## config.mk

```make
export PLATFORM = sky130hd
export DESIGN_NAME = xlat_cache
export DESIGN_NICKNAME = d
export VERILOG_FILES = /design/src/rtl/xlat_pkg.sv /design/src/rtl/xlat_match.sv /design/src/rtl/xlat_lru.sv /design/src/rtl/xlat_cache.sv
export SDC_FILE = /design/constraint.sdc
export NUM_CORES = 2
export LEC_CHECK = 0
export BUFFER_PORTS_ARGS = -buffer_cell sky130_fd_sc_hd__buf_2
export CAP_MARGIN = 20
export CORE_MARGIN = 4
export CORE_UTILIZATION = 68
export DETAILED_ROUTE_END_ITERATION = 7
export GPL_ROUTABILITY_DRIVEN = 0
export PLACE_DENSITY = 0.86
export SYNTH_ARGS = -nofsm -noshare
export SYNTH_HDL_FRONTEND = slang
export SYNTH_SLANG_ARGS = --single-unit
```

## constraint.sdc

```tcl
create_clock -name clk -period 23.5 [get_ports clk]
set_input_delay 4.7 -clock clk [delete_from_list [all_inputs] [get_ports clk]]
set_output_delay 4.7 -clock clk [all_outputs]
set_load 0.01 [all_outputs]
```

## src/rtl/xlat_pkg.sv

```systemverilog
package xlat_pkg;
   // Supported range of slot counts
   localparam int unsigned XLAT_MIN_SLOTS = 16;
   localparam int unsigned XLAT_MAX_SLOTS = 512;

   // Index width for a given slot count, at least one bit
   function automatic int unsigned idx_width(input int unsigned slots);
      return (slots < 2) ? 1 : $clog2(slots);
   endfunction
endpackage

```

## src/rtl/xlat_match.sv

```systemverilog
module xlat_match
   import xlat_pkg::*;
#(
   parameter int unsigned ENTRIES = 16,
   parameter int unsigned VPN_W   = 20,
   parameter int unsigned ASID_W  = 8,
   localparam int unsigned IDX_W  = idx_width(ENTRIES)
) (
   input  logic [ENTRIES-1:0] valid_vec,
   input  logic [VPN_W-1:0]   slot_vpn  [ENTRIES],
   input  logic [ASID_W-1:0]  slot_asid [ENTRIES],
   input  logic [VPN_W-1:0]   req_vpn,
   input  logic [ASID_W-1:0]  req_asid,
   output logic               any_hit,
   output logic [IDX_W-1:0]   hit_idx
);
   logic [ENTRIES-1:0] hit_vec;

   // One comparator per slot, all working in parallel
   for (genvar g = 0; g < ENTRIES; g++) begin : g_cmp
      assign hit_vec[g] = valid_vec[g]
                          && (slot_vpn[g] == req_vpn)
                          && (slot_asid[g] == req_asid);
   end

   assign any_hit = |hit_vec;

   // Lowest matching slot wins should the walker ever refill a duplicate
   always_comb begin
      hit_idx = '0;
      for (int i = ENTRIES - 1; i >= 0; i--) begin
         if (hit_vec[i]) hit_idx = IDX_W'(i);
      end
   end
endmodule

```

## src/rtl/xlat_lru.sv

```systemverilog
module xlat_lru
   import xlat_pkg::*;
#(
   parameter int unsigned ENTRIES = 16,
   localparam int unsigned IDX_W  = idx_width(ENTRIES)
) (
   input  logic               clk,
   input  logic               rst_n,
   input  logic [ENTRIES-1:0] valid_vec,
   input  logic               touch_hit,
   input  logic [IDX_W-1:0]   hit_idx,
   input  logic               touch_fill,
   output logic [IDX_W-1:0]   fill_idx
);
   localparam logic [IDX_W-1:0] AGE_MAX = IDX_W'(ENTRIES - 1);

   // Ages form a permutation of 0..ENTRIES-1; 0 is most recent
   logic [IDX_W-1:0] age_q [ENTRIES];
   logic [IDX_W-1:0] age_a [ENTRIES];
   logic [IDX_W-1:0] age_d [ENTRIES];
   logic [IDX_W-1:0] free_idx, old_idx;
   logic             any_free;
   logic [ENTRIES-1:0] mru_vec;

   // Lowest empty slot, else the oldest slot
   always_comb begin
      free_idx = '0;
      any_free = 1'b0;
      for (int i = ENTRIES - 1; i >= 0; i--) begin
         if (!valid_vec[i]) begin
            free_idx = IDX_W'(i);
            any_free = 1'b1;
         end
      end
      old_idx = '0;
      for (int i = 0; i < ENTRIES; i++) begin
         if (age_q[i] == AGE_MAX) old_idx = IDX_W'(i);
      end
   end

   assign fill_idx = any_free ? free_idx : old_idx;

   // Two ordered promotions: the hit first, then the refill
   always_comb begin
      for (int i = 0; i < ENTRIES; i++) begin
         age_a[i] = age_q[i];
         if (touch_hit) begin
            if (IDX_W'(i) == hit_idx)              age_a[i] = '0;
            else if (age_q[i] < age_q[hit_idx])    age_a[i] = age_q[i] + IDX_W'(1);
         end
      end
      for (int i = 0; i < ENTRIES; i++) begin
         age_d[i] = age_a[i];
         if (touch_fill) begin
            if (IDX_W'(i) == fill_idx)             age_d[i] = '0;
            else if (age_a[i] < age_a[fill_idx])   age_d[i] = age_a[i] + IDX_W'(1);
         end
      end
   end

   always_ff @(posedge clk or negedge rst_n) begin
      if (!rst_n) begin
         for (int i = 0; i < ENTRIES; i++) age_q[i] <= IDX_W'(i);
      end else begin
         for (int i = 0; i < ENTRIES; i++) age_q[i] <= age_d[i];
      end
   end

   always_comb begin
      for (int i = 0; i < ENTRIES; i++) mru_vec[i] = (age_q[i] == '0);
   end

   // The age order keeps exactly one most recent slot
   assert_single_mru_R7: assert property (@(posedge clk) disable iff (!rst_n)
      $countones(mru_vec) == 1);

   // A hit alone leaves its slot as most recent
   assert_hit_promotes_R7: assert property (@(posedge clk) disable iff (!rst_n)
      (touch_hit && !touch_fill) |=> (age_q[$past(hit_idx)] == '0));

   // A refill leaves its slot as most recent
   assert_fill_promotes_R8: assert property (@(posedge clk) disable iff (!rst_n)
      touch_fill |=> (age_q[$past(fill_idx)] == '0));

   // An empty slot is always chosen before an occupied one
   assert_free_first_R5: assert property (@(posedge clk) disable iff (!rst_n)
      (valid_vec != '1) |-> !valid_vec[fill_idx]);
endmodule

```

## src/rtl/xlat_cache.sv

```systemverilog
module xlat_cache
   import xlat_pkg::*;
#(
   parameter int unsigned ENTRIES = 16,
   parameter int unsigned VPN_W   = 20,
   parameter int unsigned PFN_W   = 20,
   parameter int unsigned ASID_W  = 8,
   localparam int unsigned IDX_W  = idx_width(ENTRIES)
) (
   input  logic              clk,
   input  logic              rst_n,
   input  logic              flush,
   input  logic              lk_valid,
   input  logic [VPN_W-1:0]  lk_vpn,
   input  logic [ASID_W-1:0] lk_asid,
   input  logic              fill_en,
   input  logic [VPN_W-1:0]  fill_vpn,
   input  logic [ASID_W-1:0] fill_asid,
   input  logic [PFN_W-1:0]  fill_pfn,
   output logic              rsp_valid,
   output logic              rsp_hit,
   output logic [PFN_W-1:0]  rsp_pfn,
   output logic [IDX_W-1:0]  rsp_idx
);
   // Elaboration-time parameter checks
   if (ENTRIES < XLAT_MIN_SLOTS || ENTRIES > XLAT_MAX_SLOTS) begin : g_bad_entries
      $error("xlat_cache: ENTRIES out of supported range");
   end
   if (VPN_W < 1 || PFN_W < 1 || ASID_W < 1) begin : g_bad_width
      $error("xlat_cache: field widths must be positive");
   end

   logic [ENTRIES-1:0] valid_q;
   logic [VPN_W-1:0]   vpn_q  [ENTRIES];
   logic [ASID_W-1:0]  asid_q [ENTRIES];
   logic [PFN_W-1:0]   pfn_q  [ENTRIES];

   logic             m_hit;
   logic [IDX_W-1:0] m_idx;
   logic [IDX_W-1:0] victim;
   logic             fill_go;
   logic             lk_hit;

   assign fill_go = fill_en && !flush;
   assign lk_hit  = lk_valid && m_hit;

   xlat_match #(.ENTRIES(ENTRIES), .VPN_W(VPN_W), .ASID_W(ASID_W)) u_match (
      .valid_vec (valid_q),
      .slot_vpn  (vpn_q),
      .slot_asid (asid_q),
      .req_vpn   (lk_vpn),
      .req_asid  (lk_asid),
      .any_hit   (m_hit),
      .hit_idx   (m_idx)
   );

   xlat_lru #(.ENTRIES(ENTRIES)) u_lru (
      .clk        (clk),
      .rst_n      (rst_n),
      .valid_vec  (valid_q),
      .touch_hit  (lk_hit),
      .hit_idx    (m_idx),
      .touch_fill (fill_go),
      .fill_idx   (victim)
   );

   // Valid bits: flush beats refill
   always_ff @(posedge clk or negedge rst_n) begin
      if (!rst_n) begin
         valid_q <= '0;
      end else if (flush) begin
         valid_q <= '0;
      end else if (fill_go) begin
         valid_q[victim] <= 1'b1;
      end
   end

   // Per-slot payload, written only by a refill aimed at it
   for (genvar g = 0; g < ENTRIES; g++) begin : g_slot
      always_ff @(posedge clk) begin
         if (fill_go && (victim == IDX_W'(g))) begin
            vpn_q[g]  <= fill_vpn;
            asid_q[g] <= fill_asid;
            pfn_q[g]  <= fill_pfn;
         end
      end
   end

   // Registered response from the pre-update contents
   always_ff @(posedge clk or negedge rst_n) begin
      if (!rst_n) begin
         rsp_valid <= 1'b0;
         rsp_hit   <= 1'b0;
         rsp_pfn   <= '0;
         rsp_idx   <= '0;
      end else begin
         rsp_valid <= lk_valid;
         rsp_hit   <= lk_hit;
         rsp_pfn   <= lk_hit ? pfn_q[m_idx] : '0;
         rsp_idx   <= lk_hit ? m_idx : '0;
      end
   end

   assert_rsp_follows_R2: assert property (@(posedge clk) disable iff (!rst_n)
      lk_valid |=> rsp_valid);

   assert_rsp_idle_R2: assert property (@(posedge clk) disable iff (!rst_n)
      !lk_valid |=> !rsp_valid);

   assert_empty_misses_R1: assert property (@(posedge clk) disable iff (!rst_n)
      (valid_q == '0) |=> !rsp_hit);

   assert_miss_fields_zero_R3: assert property (@(posedge clk) disable iff (!rst_n)
      !rsp_hit |-> (rsp_pfn == '0 && rsp_idx == '0));

   assert_flush_empties_R9: assert property (@(posedge clk) disable iff (!rst_n)
      flush |=> (valid_q == '0));

   assert_fill_marks_valid_R5: assert property (@(posedge clk) disable iff (!rst_n)
      fill_go |=> valid_q[$past(victim)]);
endmodule

```

==> summary.md <==
| Metric | Value |
|---|---|
| # rows | 93 |
| Buf/Inv on CP | 4 |
| Fin nets | 3854 |
| CP delay by family, top | compound AO/OA/AOI/OAI gates |
| Post-synth EDFFs | 768 |
| Post-route ant nets | 0 |
| Rel. slew slack | 0.181 |
| HPWL Detailed | 88600 µm |
| Initial antenna violation count | 9 |
| Final period util | 0.626 |
| Mapped Cells | 3563 |
| Post-synthesis sequential area ratio | 0.582 |
| Sequential Area | 25800 µm² |
| Port bufs | 106 |
| Critical path's largest stage delay | 0.86 ns |
| Synth-to-layout area growth | 9.56% |
| GRT Resource Usage Total | 0.407 |
| Via/cell ratio | 7.40 |
| # IOs | 107 |
| Root buffer cell | clkbuf_16 |
| CTS sink cnt | 874 |
| Residual DRC count | 14 |
| DIE AREA | 69200 µm² |
| Synth Register Bits | 874 |
| Layout cells sized above 1 | 0.129 |
| TNS Setup | 0 ns |
| Static leakage | 16.5 nW |
| Violated checks | DRC |
| Post-synth top flop | edfxtp_1 |
| Worst setup EP type | register |
| Final WL | 146000 µm |
| GRT Residual Overflow | 0 |
| CP max stage cell | buf_4 |
| Max Cap Viol | 0 |
| Clock skew | 0.0251 ns |
| # Post-CTS Setup Buffers | 0 |
| Starting Density | 0.687 |
| Fin crit period | 14.72 ns |
| # fillers | 3844 |
| Hold Violations, Final | 0 |
| Chip height | 263 µm |
| Area of the multi-input gates | 17800 µm² |
| Synth warn | 0 |
| Worst IR Drop VDD | 0.0000700 V |
| CTS Hold Buffers Added | 0 |
| RSZ-0062 raised after global routing | false |
| Routed vias | 34.0k |
| Startpoint Class | input pin |
| Max Slew Vio Count | 0 |
| Worst hold slack | 0.564 ns |
| CP Data Required Time | 24.09 ns |
| Worst endpoint data arrival time | 15.31 ns |
| Largest net degree at the start of global routing | 97 |
| Number of DRC markers in iteration 0 | 5893 |
| Post-CTS sizing | 0 |
| CTS tree | built |
| Syn Std Cell Area | 44300 µm² |
| Mapped Nets | 3756 |
| Actual slew at the worst max-slew pin | 1.22 ns |
| # setup viols final | 0 |
| Worst hold-check path type | register to register |
| Max clock buf depth | 3 |
| Run status | finished with violations |
| Wire length per cell | 31.7 µm |
| Async S/R FF share, synth | 0.121 |
| Mean Syn Cell Area | 12.4 µm² |
| Power Dens Cells | 89.1 nW/µm² |
| Cts bufs inserted | 87 |
| Die width | 263 µm |
| Critical-path maximum fanout | 69 |
| CTS H-tree lvls | 3 |
| Worst-skew pair later-pin latency | 0.67 ns |
| Number of global-route vias before repair | 32.7k |
| Max Freq | 0.0679 GHz |
| Core region area | 64500 µm² |
| Synth unique cells | 109 |
| Global-route wire length before repair | 210000 µm |
| CTS clock-pin slew for the worst setup and hold paths | 0.07 ns |
| TritonRoute pass-1 iters | 8 |
| Critical path class | input pin to register |
-- registers in the layout, summed over array words and instances, names as in the netlist --
| name | cells |
|---|---|
| rsp_valid | 1 |
| asid_q | 128 |
| u_lru.age_q | 64 |
| vpn_q | 320 |
| rsp_idx | 4 |
| valid_q | 16 |
| rsp_hit | 1 |
| pfn_q | 320 |
| rsp_pfn | 20 |
-- synth_stat cells, types with 26 or more instances --
cell / number / area share
mux2i_1: 104 / 0.024
xnor2_1: 327 / 0.065
edfxtp_1: 768 / 0.52
dfstp_2: 32 / 0.019
nor3_1: 80 / 0.0090
inv_1: 45 / 0.0038
o211ai_1: 26 / 0.0044
a211oi_1: 28 / 0.0047
nand3_1: 92 / 0.010
and3_1: 26 / 0.0037
mux2_2: 88 / 0.022
o22ai_1: 48 / 0.0068
xor2_1: 175 / 0.035
nand2b_1: 36 / 0.0051
ha_1: 112 / 0.032
a21o_1: 38 / 0.0064
o21a_1: 28 / 0.0047
nor2_1: 241 / 0.020
a21oi_1: 173 / 0.020
o21ai_0: 88 / 0.0099
clkbuf_1: 74 / 0.0063
nand4_1: 152 / 0.021
dfrtp_1: 74 / 0.042
buf_2: 42 / 0.0047
nand2_1: 208 / 0.018
nor4_1: 89 / 0.013
-- routing by layer --
| metal | global-route usage | wire (µm) | part of all wire |
|---|---|---|---|
| met5 | 0.00970 | 155 | 0.0011 |
| met4 | 0.231 | 10400 | 0.071 |
| met3 | 0.176 | 25900 | 0.18 |
| met2 | 0.575 | 60300 | 0.41 |
| met1 | 0.527 | 48900 | 0.34 |
-- power breakdown --
part	internal, mW	switching, mW	leakage (nW)
clock network	0.741	0.619	1.33
logic	0.405	0.672	6.95
registers	1.77	0.112	8.23
total	2.92	1.40	16.5
-- layout make-up --
cell class	instances	share of cell area
Multi-Input combinational cell	2495	0.367
Clock inverter	49	0.00880
Sequential cell	874	0.531
Timing Repair Buffer	158	0.0192
Tap cell	855	0.0221
Clock buffer	113	0.0479
Antenna cell	4	0.000206
Inverter	45	0.00348
-- logic make-up (layout without fill, tap and decap cells) --
kind of cell               after synthesis  after routing  synth area share
and+or+nand+nor                       1085           1085             0.128
DFF                                    874            874             0.582
AOI/OAI and AO/OA                      598            598            0.0920
xor gates and xnor gates               502            502            0.0993
muxes                                  195            195            0.0467
buffers and inverters                  194            365            0.0201
adders and majority gates              115            115            0.0324
other                                    0              4                 0
-- through the flow --
stage,power (mW),instance area [µm²],cells,setup WS (ns),utilization
2_1_floorplan,2.62,44300,3563,10.43,-
6_report,4.32,48500,4593,8.78,0.752
4_1_cts,4.26,48500,4588,9.24,0.752
3_5_place_dp,2.92,45700,4426,8.70,0.709
3_3_place_gp,2.88,45700,4425,8.81,0.709
5_1_grt,4.47,48500,4592,8.38,0.752
-- cell usage in the layout (no fill, tap or decap), types with 36 or more instances in the layout --
master,n
nor2_1,228
nand2_1,206
xor2_1,175
a21oi_1,172
dfrtp_1,74
buf_4,51
nor3_1,76
o21ai_0,88
mux2i_1,104
edfxtp_1,768
nand3_1,92
xnor2_1,327
mux2_2,88
nand4_1,152
clkbuf_16,87
buf_2,106
ha_1,112
nand2b_1,36
o22ai_1,48
a21o_1,38
inv_1,43
nor4_1,89
-- worst reg2reg max path: cells and delay by family (launching register included) --
kind	cells	cell delay, ns
flops	1	0.40
buf+inv	3	1.50
compound gates	14	4.10
mux	1	0.45
fa+ha+maj	2	0.60
simple gates	9	2.88
xor+xnor	1	0.57
-- final timing paths --
path	start	to	slack, ns	cells past startpoint
setup reg to reg	vpn_q[172]	u_lru.age_q[35]	12.91	30
max in group asynchronous	rst_n	rsp_pfn[5]	18.11	2
min in group asynchronous	rst_n	rsp_idx[2]	4.12	1
hold reg to reg	valid_q[1]	valid_q[1]	0.56	1
hold / removal	valid_q[1]	valid_q[1]	0.56	1
setup / recovery	lk_vpn[12]	u_lru.age_q[35]	8.78	31
Note: power is estimated with default switching activity, not from simulation.
